**src/rtl/rldtmr_pkg.sv**
```systemverilog
package rldtmr_pkg;
  localparam int CNT_W      = 32;
  localparam int CTRL_W     = 16;
  localparam int START_W    = 8;
  localparam int PSC_W      = 3;
  localparam int NDIV       = 5;
  localparam int DIV_EXP0   = 2;
  localparam int DIV_STEP   = 2;
  localparam int FLAG_POS   = 8;
  localparam int IE_POS     = 5;
  localparam int BLK_BASE   = 4;
  localparam int BLK_STRIDE = 12;
  localparam int OFF_RELOAD = 0;
  localparam int OFF_COUNT  = 4;
  localparam int OFF_CTRL   = 8;

  typedef struct packed {
    logic             flag;
    logic             ie;
    logic [PSC_W-1:0] rate;
  } ctl_t;

  function automatic logic [CTRL_W-1:0] ctl_pack(ctl_t c);
    logic [CTRL_W-1:0] w;
    w              = '0;
    w[FLAG_POS]    = c.flag;
    w[IE_POS]      = c.ie;
    w[PSC_W-1:0]   = c.rate;
    return w;
  endfunction
endpackage

```
**src/rtl/rldtmr_rstsync.sv**
```systemverilog
module rldtmr_rstsync #(
  parameter int STAGES = 2
) (
  input  logic clk,
  input  logic rst_n,
  output logic rst_n_sync
);
  logic [STAGES-1:0] sh_q;
  logic [STAGES-1:0] sh_d;

  always_comb sh_d = {sh_q[STAGES-2:0], 1'b1};

  always_ff @(posedge clk or negedge rst_n) begin
    if (!rst_n) sh_q <= '0;
    else        sh_q <= sh_d;
  end

  assign rst_n_sync = sh_q[STAGES-1];
endmodule

```
**src/rtl/rldtmr_prediv.sv**
```systemverilog
module rldtmr_prediv #(
  parameter int NDIV     = 5,
  parameter int DIV_EXP0 = 2,
  parameter int DIV_STEP = 2
) (
  input  logic            clk,
  input  logic            rst_n,
  output logic [NDIV-1:0] tick
);
  localparam int PW = DIV_EXP0 + DIV_STEP * (NDIV - 1);

  logic [PW-1:0] pre_q;
  logic [PW-1:0] pre_d;

  always_comb pre_d = pre_q + PW'(1);

  always_ff @(posedge clk or negedge rst_n) begin
    if (!rst_n) pre_q <= '0;
    else        pre_q <= pre_d;
  end

  // divider i ticks when its low bits are all ones: once every 2^(EXP0+STEP*i) clocks
  for (genvar i = 0; i < NDIV; i++) begin : g_tap
    localparam int E = DIV_EXP0 + DIV_STEP * i;
    assign tick[i] = &pre_q[E-1:0];
  end

  // a slower divider only ticks on a clock where every faster one ticks
  for (genvar i = 1; i < NDIV; i++) begin : g_nest
    a_r4_tick_nested: assert property (@(posedge clk) disable iff (!rst_n)
      tick[i] |-> tick[i-1]);
  end
endmodule

```
**src/rtl/rldtmr_chan.sv**
```systemverilog
module rldtmr_chan
  import rldtmr_pkg::*;
#(
  parameter int W  = CNT_W,
  parameter int ND = NDIV
) (
  input  logic          clk,
  input  logic          rst_n,
  input  logic          run,
  input  logic [ND-1:0] tick,
  input  logic          wr_reload,
  input  logic          wr_count,
  input  logic          wr_ctrl,
  input  logic [W-1:0]  wdata,
  output logic [W-1:0]  reload_q,
  output logic [W-1:0]  count_q,
  output ctl_t          ctl_q,
  output logic          irq
);
  logic [W-1:0] reload_d, count_d;
  ctl_t         ctl_d;
  logic         sel_tick, step, at_zero, uf;
  logic         count_en;

  // rate select; codes beyond the implemented dividers fall back to the fastest
  always_comb begin
    sel_tick = tick[0];
    for (int i = 0; i < ND; i++) begin
      if (ctl_q.rate == PSC_W'(i)) sel_tick = tick[i];
    end
  end

  always_comb begin
    step     = run & sel_tick;
    at_zero  = (count_q == '0);
    uf       = step & at_zero;
    count_en = wr_count | step;
    reload_d = wr_reload ? wdata : reload_q;
    if (wr_count)     count_d = wdata;
    else if (at_zero) count_d = reload_q;
    else              count_d = count_q - W'(1);
    ctl_d      = ctl_q;
    if (wr_ctrl) begin
      ctl_d.rate = wdata[PSC_W-1:0];
      ctl_d.ie   = wdata[IE_POS];
      ctl_d.flag = ctl_q.flag & wdata[FLAG_POS];
    end
    if (uf) ctl_d.flag = 1'b1;
  end

  always_ff @(posedge clk or negedge rst_n) begin
    if (!rst_n)         reload_q <= '1;
    else if (wr_reload) reload_q <= reload_d;
  end

  always_ff @(posedge clk or negedge rst_n) begin
    if (!rst_n)        count_q <= '1;
    else if (count_en) count_q <= count_d;
  end

  always_ff @(posedge clk or negedge rst_n) begin
    if (!rst_n) ctl_q <= '0;
    else        ctl_q <= ctl_d;
  end

  assign irq = ctl_q.flag & ctl_q.ie;

  // stepping past zero brings in the old reload value
  a_r3_reload: assert property (@(posedge clk) disable iff (!rst_n)
    (step && at_zero && !wr_count) |=> (count_q == $past(reload_q)));
  // a stopped channel without a count write keeps its value
  a_r2_frozen: assert property (@(posedge clk) disable iff (!rst_n)
    (!run && !wr_count) |=> $stable(count_q));
  // flag rises only through an underflow
  a_r5_no_spurious_set: assert property (@(posedge clk) disable iff (!rst_n)
    (!ctl_q.flag && !uf) |=> !ctl_q.flag);
  // an underflow always leaves the flag set, whatever the bus does
  a_r7_set_wins: assert property (@(posedge clk) disable iff (!rst_n)
    uf |=> ctl_q.flag);
endmodule

```
**src/rtl/rldtmr_top.sv**
```systemverilog
module rldtmr_top
  import rldtmr_pkg::*;
#(
  parameter int NCH = 3,
  parameter int AW  = 8,
  parameter int DW  = CNT_W
) (
  input  logic           clk,
  input  logic           rst_n,
  input  logic           bus_sel,
  input  logic           bus_wr,
  input  logic [AW-1:0]  bus_addr,
  input  logic [DW-1:0]  bus_wdata,
  output logic [DW-1:0]  bus_rdata,
  output logic [NCH-1:0] irq
);
  // NCH must not exceed START_W: one start bit per channel
  logic rst_n_i;

  rldtmr_rstsync #(.STAGES(2)) u_rst (
    .clk        (clk),
    .rst_n      (rst_n),
    .rst_n_sync (rst_n_i)
  );

  logic [NDIV-1:0] tick;

  rldtmr_prediv #(.NDIV(NDIV), .DIV_EXP0(DIV_EXP0), .DIV_STEP(DIV_STEP)) u_div (
    .clk   (clk),
    .rst_n (rst_n_i),
    .tick  (tick)
  );

  logic               wr_any, rd_any;
  logic               hit_start;
  logic [START_W-1:0] start_q, start_d;

  always_comb begin
    wr_any    = bus_sel & bus_wr;
    rd_any    = bus_sel & ~bus_wr;
    hit_start = wr_any & (bus_addr == AW'(0));
    start_d   = bus_wdata[START_W-1:0];
  end

  always_ff @(posedge clk or negedge rst_n_i) begin
    if (!rst_n_i)       start_q <= '0;
    else if (hit_start) start_q <= start_d;
  end

  a_r2_start_by_write_only: assert property (@(posedge clk) disable iff (!rst_n_i)
    !hit_start |=> $stable(start_q));

  logic [DW-1:0] reload_w [NCH];
  logic [DW-1:0] count_w  [NCH];
  ctl_t          ctl_w    [NCH];
  logic [NCH-1:0] wr_ctrl_v;

  for (genvar g = 0; g < NCH; g++) begin : g_ch
    localparam int BASE = BLK_BASE + BLK_STRIDE * g;
    logic wr_rl, wr_ct, wr_cr;

    always_comb begin
      wr_rl = wr_any & (bus_addr == AW'(BASE + OFF_RELOAD));
      wr_ct = wr_any & (bus_addr == AW'(BASE + OFF_COUNT));
      wr_cr = wr_any & (bus_addr == AW'(BASE + OFF_CTRL));
    end
    assign wr_ctrl_v[g] = wr_cr;

    rldtmr_chan #(.W(DW), .ND(NDIV)) u_chan (
      .clk       (clk),
      .rst_n     (rst_n_i),
      .run       (start_q[g]),
      .tick      (tick),
      .wr_reload (wr_rl),
      .wr_count  (wr_ct),
      .wr_ctrl   (wr_cr),
      .wdata     (bus_wdata),
      .reload_q  (reload_w[g]),
      .count_q   (count_w[g]),
      .ctl_q     (ctl_w[g]),
      .irq       (irq[g])
    );

    // a raised interrupt stays up until software touches that control word
    a_r6_irq_held: assert property (@(posedge clk) disable iff (!rst_n_i)
      (irq[g] && !wr_cr) |=> irq[g]);
  end

  always_comb begin
    bus_rdata = '0;
    if (rd_any) begin
      if (bus_addr == AW'(0)) bus_rdata = DW'(start_q);
      for (int n = 0; n < NCH; n++) begin
        if (bus_addr == AW'(BLK_BASE + BLK_STRIDE * n + OFF_RELOAD)) bus_rdata = reload_w[n];
        if (bus_addr == AW'(BLK_BASE + BLK_STRIDE * n + OFF_COUNT))  bus_rdata = count_w[n];
        if (bus_addr == AW'(BLK_BASE + BLK_STRIDE * n + OFF_CTRL))   bus_rdata = DW'(ctl_pack(ctl_w[n]));
      end
    end
  end

  // reads of unmapped offsets return zero
  a_r1_unmapped_zero: assert property (@(posedge clk) disable iff (!rst_n_i)
    (rd_any && bus_addr > AW'(BLK_BASE + BLK_STRIDE * NCH - 4)) |-> (bus_rdata == '0));
endmodule

```
**config.mk**
```make
export PLATFORM = sky130hd
export DESIGN_NAME = rldtmr_top
export DESIGN_NICKNAME = d
export VERILOG_FILES = /design/src/rtl/rldtmr_pkg.sv /design/src/rtl/rldtmr_rstsync.sv /design/src/rtl/rldtmr_prediv.sv /design/src/rtl/rldtmr_chan.sv /design/src/rtl/rldtmr_top.sv
export SDC_FILE = /design/constraint.sdc
export NUM_CORES = 1
export LEC_CHECK = 0
export BUFFER_PORTS_ARGS = -buffer_cell sky130_fd_sc_hd__buf_2
export CAP_MARGIN = 30
export CORE_UTILIZATION = 38
export DETAILED_ROUTE_END_ITERATION = 8
export SETUP_SLACK_MARGIN = 0.15
export SLEW_MARGIN = 20
export SYNTH_ARGS = -nofsm -noshare
export SYNTH_HDL_FRONTEND = slang
export SYNTH_SLANG_ARGS = --single-unit
```
**constraint.sdc**
```tcl
create_clock -name clk -period 6.4 [get_ports clk]
set_clock_uncertainty 0.05 [all_clocks]
set_input_delay 0.96 -clock clk [delete_from_list [all_inputs] [get_ports clk]]
set_output_delay 0.96 -clock clk [all_outputs]
set_load 0.02 [all_outputs]
```
==> run_results.csv <==
group,metric,value,unit
clocking,tritoncts.num_buffers,29,
cells_and_area,nets,1694,
clocking,cts_tree,"built",
route,drt_iter0_markers,1457,
floorplanning,die_w,199,um
sta,final.setup.tns,0,ns
setup_path,crit_arrival,3.83,ns
setup_path,crit_family,"buffers and inverters",
route,drtAntennaViolNets,0,
floorplanning,die_height,199,um
clocking,clock_latency,0.56,ns
route,drc,0,
clocking,cts-root-buf,"clkbuf_16",
global_route,grt_pass1_vias,12982,
setup_path,crit_slowest_cell,"nor3_1",
clocking,path_clk_slew,0.05,ns
sta,max_slew_margin,37.0,%
logic_synthesis,async_flop_share,100,%
floorplanning,start_util,38.8,%
cells_and_area,fin_area,0.0165,mm^2
floorplanning,fp-row-count,71,
logic_synthesis,netlist_area,0.0147,mm^2
logic_synthesis,synthTopCellsByArea,"dfstp_2, mux2_2, dfrtp_1",
logic_synthesis,avgSynthCellArea,9.01,um^2
cells_and_area,finalNonFillerCells,2178,
run,maxCapViolations,0,
cells_and_area,postLayoutCoreUtil,43.6,%
clocking,postCtsHoldBufs,0,
setup_path,worstPathCellList,"buf_2, inv_1, nor3_1, nand2_1, nor2_2, buf_4, a22oi_1, a31oi_1, buf_2",
clocking,cts_resized,0,
route,drtPass1Iterations,6,
sta,final-hold-violation-count,0,
setup_path,worstPathMaxFanout,33,
pwr,power_density,231,mW/mm^2
logic_synthesis,synth_fp_nets,1680,
cells_and_area,final.fill_count,3763,
route,route.detailed.wl_per_inst,25.5,um
sta,worstMarginPinSlew,0.938,ns
logic_synthesis,yosysSeqAreaShare,40.3,%
floorplanning,pin_count,79,
logic_synthesis,synth_top_area_share,34.4,%
sta,fin_crit_sh,75.6,%
sta,setup_viol,0,
logic_synthesis,synth-edff-count,0,
setup_path,path_class,"primary input to output port",
outcome,outcome,"complete, no violations",
setup_path,worst_setup_path_end_kind,"output port",
global_route,grt_pass1_wl,83600,um
sta,fin_crit,4.84,ns
route,vias,13946,
clocking,ctsHtreeMaxLevel,1,
setup_path,r2r_cells,7,
route,wl,55600,um
setup_path,cp_num_cells,9,
placement,gp_congestion,0.975,
pwr,finalPower,3820,uW
placement,dp.cells,2121,
logic_synthesis,ys.warnings.count,0,
sta,max_freq,207,MHz
pwr,static-leakage-power,0.00621,uW
logic_synthesis,synth_cells,1629,
setup_path,worstPathRequired,5.39,ns
cells_and_area,layout-drive-gt1-share,30.7,%
clocking,post_cts_buffers,0,
logic_synthesis,synth_top_flop_cell,"dfstp_2",
cells_and_area,area_growth,12.5,%
placement,port_buffers,78,
floorplanning,core,0.0378,mm^2
logic_synthesis,synth_top_area_cell,"dfstp_2",
global_route,grt.overflow.total,0,
clocking,clock_path_buffers,3,
setup_path,cp-start-kind,"primary input",
global_route,grt_use_total,28.0,%
placement,placed_area,0.0155,mm^2
worst_hold_path,hp-class,"primary input to async pin",
global_route,grt_max_degree,69,
route,avgViaCountPerCell,6.40,
logic_synthesis,ys_ff_latch,227,
pwr,vdd_ir_drop_max,0.141,mV
logic_synthesis,yosysUniqueCellTypes,88,
sta,rsz0062_at_grt,"false",
setup_path,max_stage_delay,0.52,ns
setup_path,crit_path_frequent_cell,"buf_2",
clocking,clock_sinks,227,
global_route,antenna_found_initial,6,
floorplanning,die_area,0.0394,mm^2
setup_path,cp.buffers_inverters,4,
sta,final-max-slew-violation-count,0,
placement,hpwl,39900,um
[registers in the layout (all words and copies together) (netlist names)]
name                  cells
g_ch.u_chan.reload_q     96
start_q                   8
g_ch.u_chan.count_q      96
u_rst.sh_q                2
u_div.pre_q              10
g_ch.u_chan.ctl_q        15
[path summary, 6_finish.rpt]
kind / start / to / slack, ns
max in group asynchronous: u_rst.sh_q[1] / g_ch[0].u_chan.reload_q[21] / 4.74
min: rst_n / u_rst.sh_q[1] / 0.12
max reg2reg: u_div.pre_q[0] / g_ch[0].u_chan.count_q[21] / 3.10
max: bus_addr[3] / bus_rdata[2] / 1.56
min in group clk: u_rst.sh_q[0] / u_rst.sh_q[1] / 0.30
min reg2reg: u_rst.sh_q[1] / u_div.pre_q[4] / 0.29
[power by group]
part / switching [uW] / internal, uW
combinational: 258 / 177
clock: 655 / 968
sequential: 169 / 1590
[cell type report]
type | instances | area [um^2] | share of cell area [%]
antenna | 4 | 10.0 | 0.0606
clock buffer | 43 | 828 | 5.02
clock inverter | 8 | 97.6 | 0.591
inverter | 23 | 86.3 | 0.523
multi-input combinational | 1249 | 8210 | 49.7
sequential | 227 | 5920 | 35.9
tap | 511 | 639 | 3.87
timing repair buffer | 113 | 714 | 4.33
[cells by family after synthesis]
kind of cell,Yosys count,share of synthesized area (%)
compound gates,507,22.3
xor+xnor,55,3.28
fa+ha+maj,7,0.597
buf+inv,153,4.30
flops,227,40.3
mux,140,10.6
other cells,1,0.0256
simple gates,539,18.6
[layer usage]
metal	routed length, um	GRT usage, %	up-vias
li1	-	-	6124
met1	24100	41.3	6983
met2	24000	41.3	744
met3	5820	4.59	95
met4	1670	8.89	0
met5	0	0	-
[layout by cell type, fill, tap and decap left out, types with 25 or more instances in the layout]
cell type,count
nor2_1,164
mux2_2,113
nor3_1,37
a22oi_1,25
buf_4,29
xnor2_1,30
dfrtp_1,34
nand4_1,30
dfstp_2,192
nand3_1,35
mux2i_1,26
nand2_1,133
o22ai_1,63
buf_2,78
xor2_1,25
a222oi_1,26
o21ai_0,111
a21oi_1,135
clkbuf_16,29
[cells in the mapped netlist, types with 12 or more instances]
| cell type | n |
|---|---|
| a21oi_1 | 135 |
| a222oi_1 | 26 |
| a22oi_1 | 25 |
| buf_2 | 24 |
| clkbuf_1 | 93 |
| dfrtp_1 | 35 |
| dfstp_2 | 192 |
| inv_1 | 23 |
| mux2_2 | 113 |
| mux2i_1 | 26 |
| nand2_1 | 133 |
| nand3_1 | 35 |
| nand4_1 | 30 |
| nor2_1 | 169 |
| nor3_1 | 40 |
| nor4_1 | 25 |
| o211ai_1 | 19 |
| o21ai_0 | 111 |
| o22ai_1 | 63 |
| o31ai_1 | 18 |
| or3_1 | 12 |
| or4_1 | 14 |
| xnor2_1 | 30 |
| xor2_1 | 25 |
[metrics by stage]
step	worst slack, ns	hold WS (ns)
after detailed placement	1.69	0.295
after CTS	1.69	0.106
after global placement	1.76	0.291
final	1.56	0.125
after global routing	1.45	0.112
after floorplan	2.49	0.281
Power figures use the tool's default switching activity.
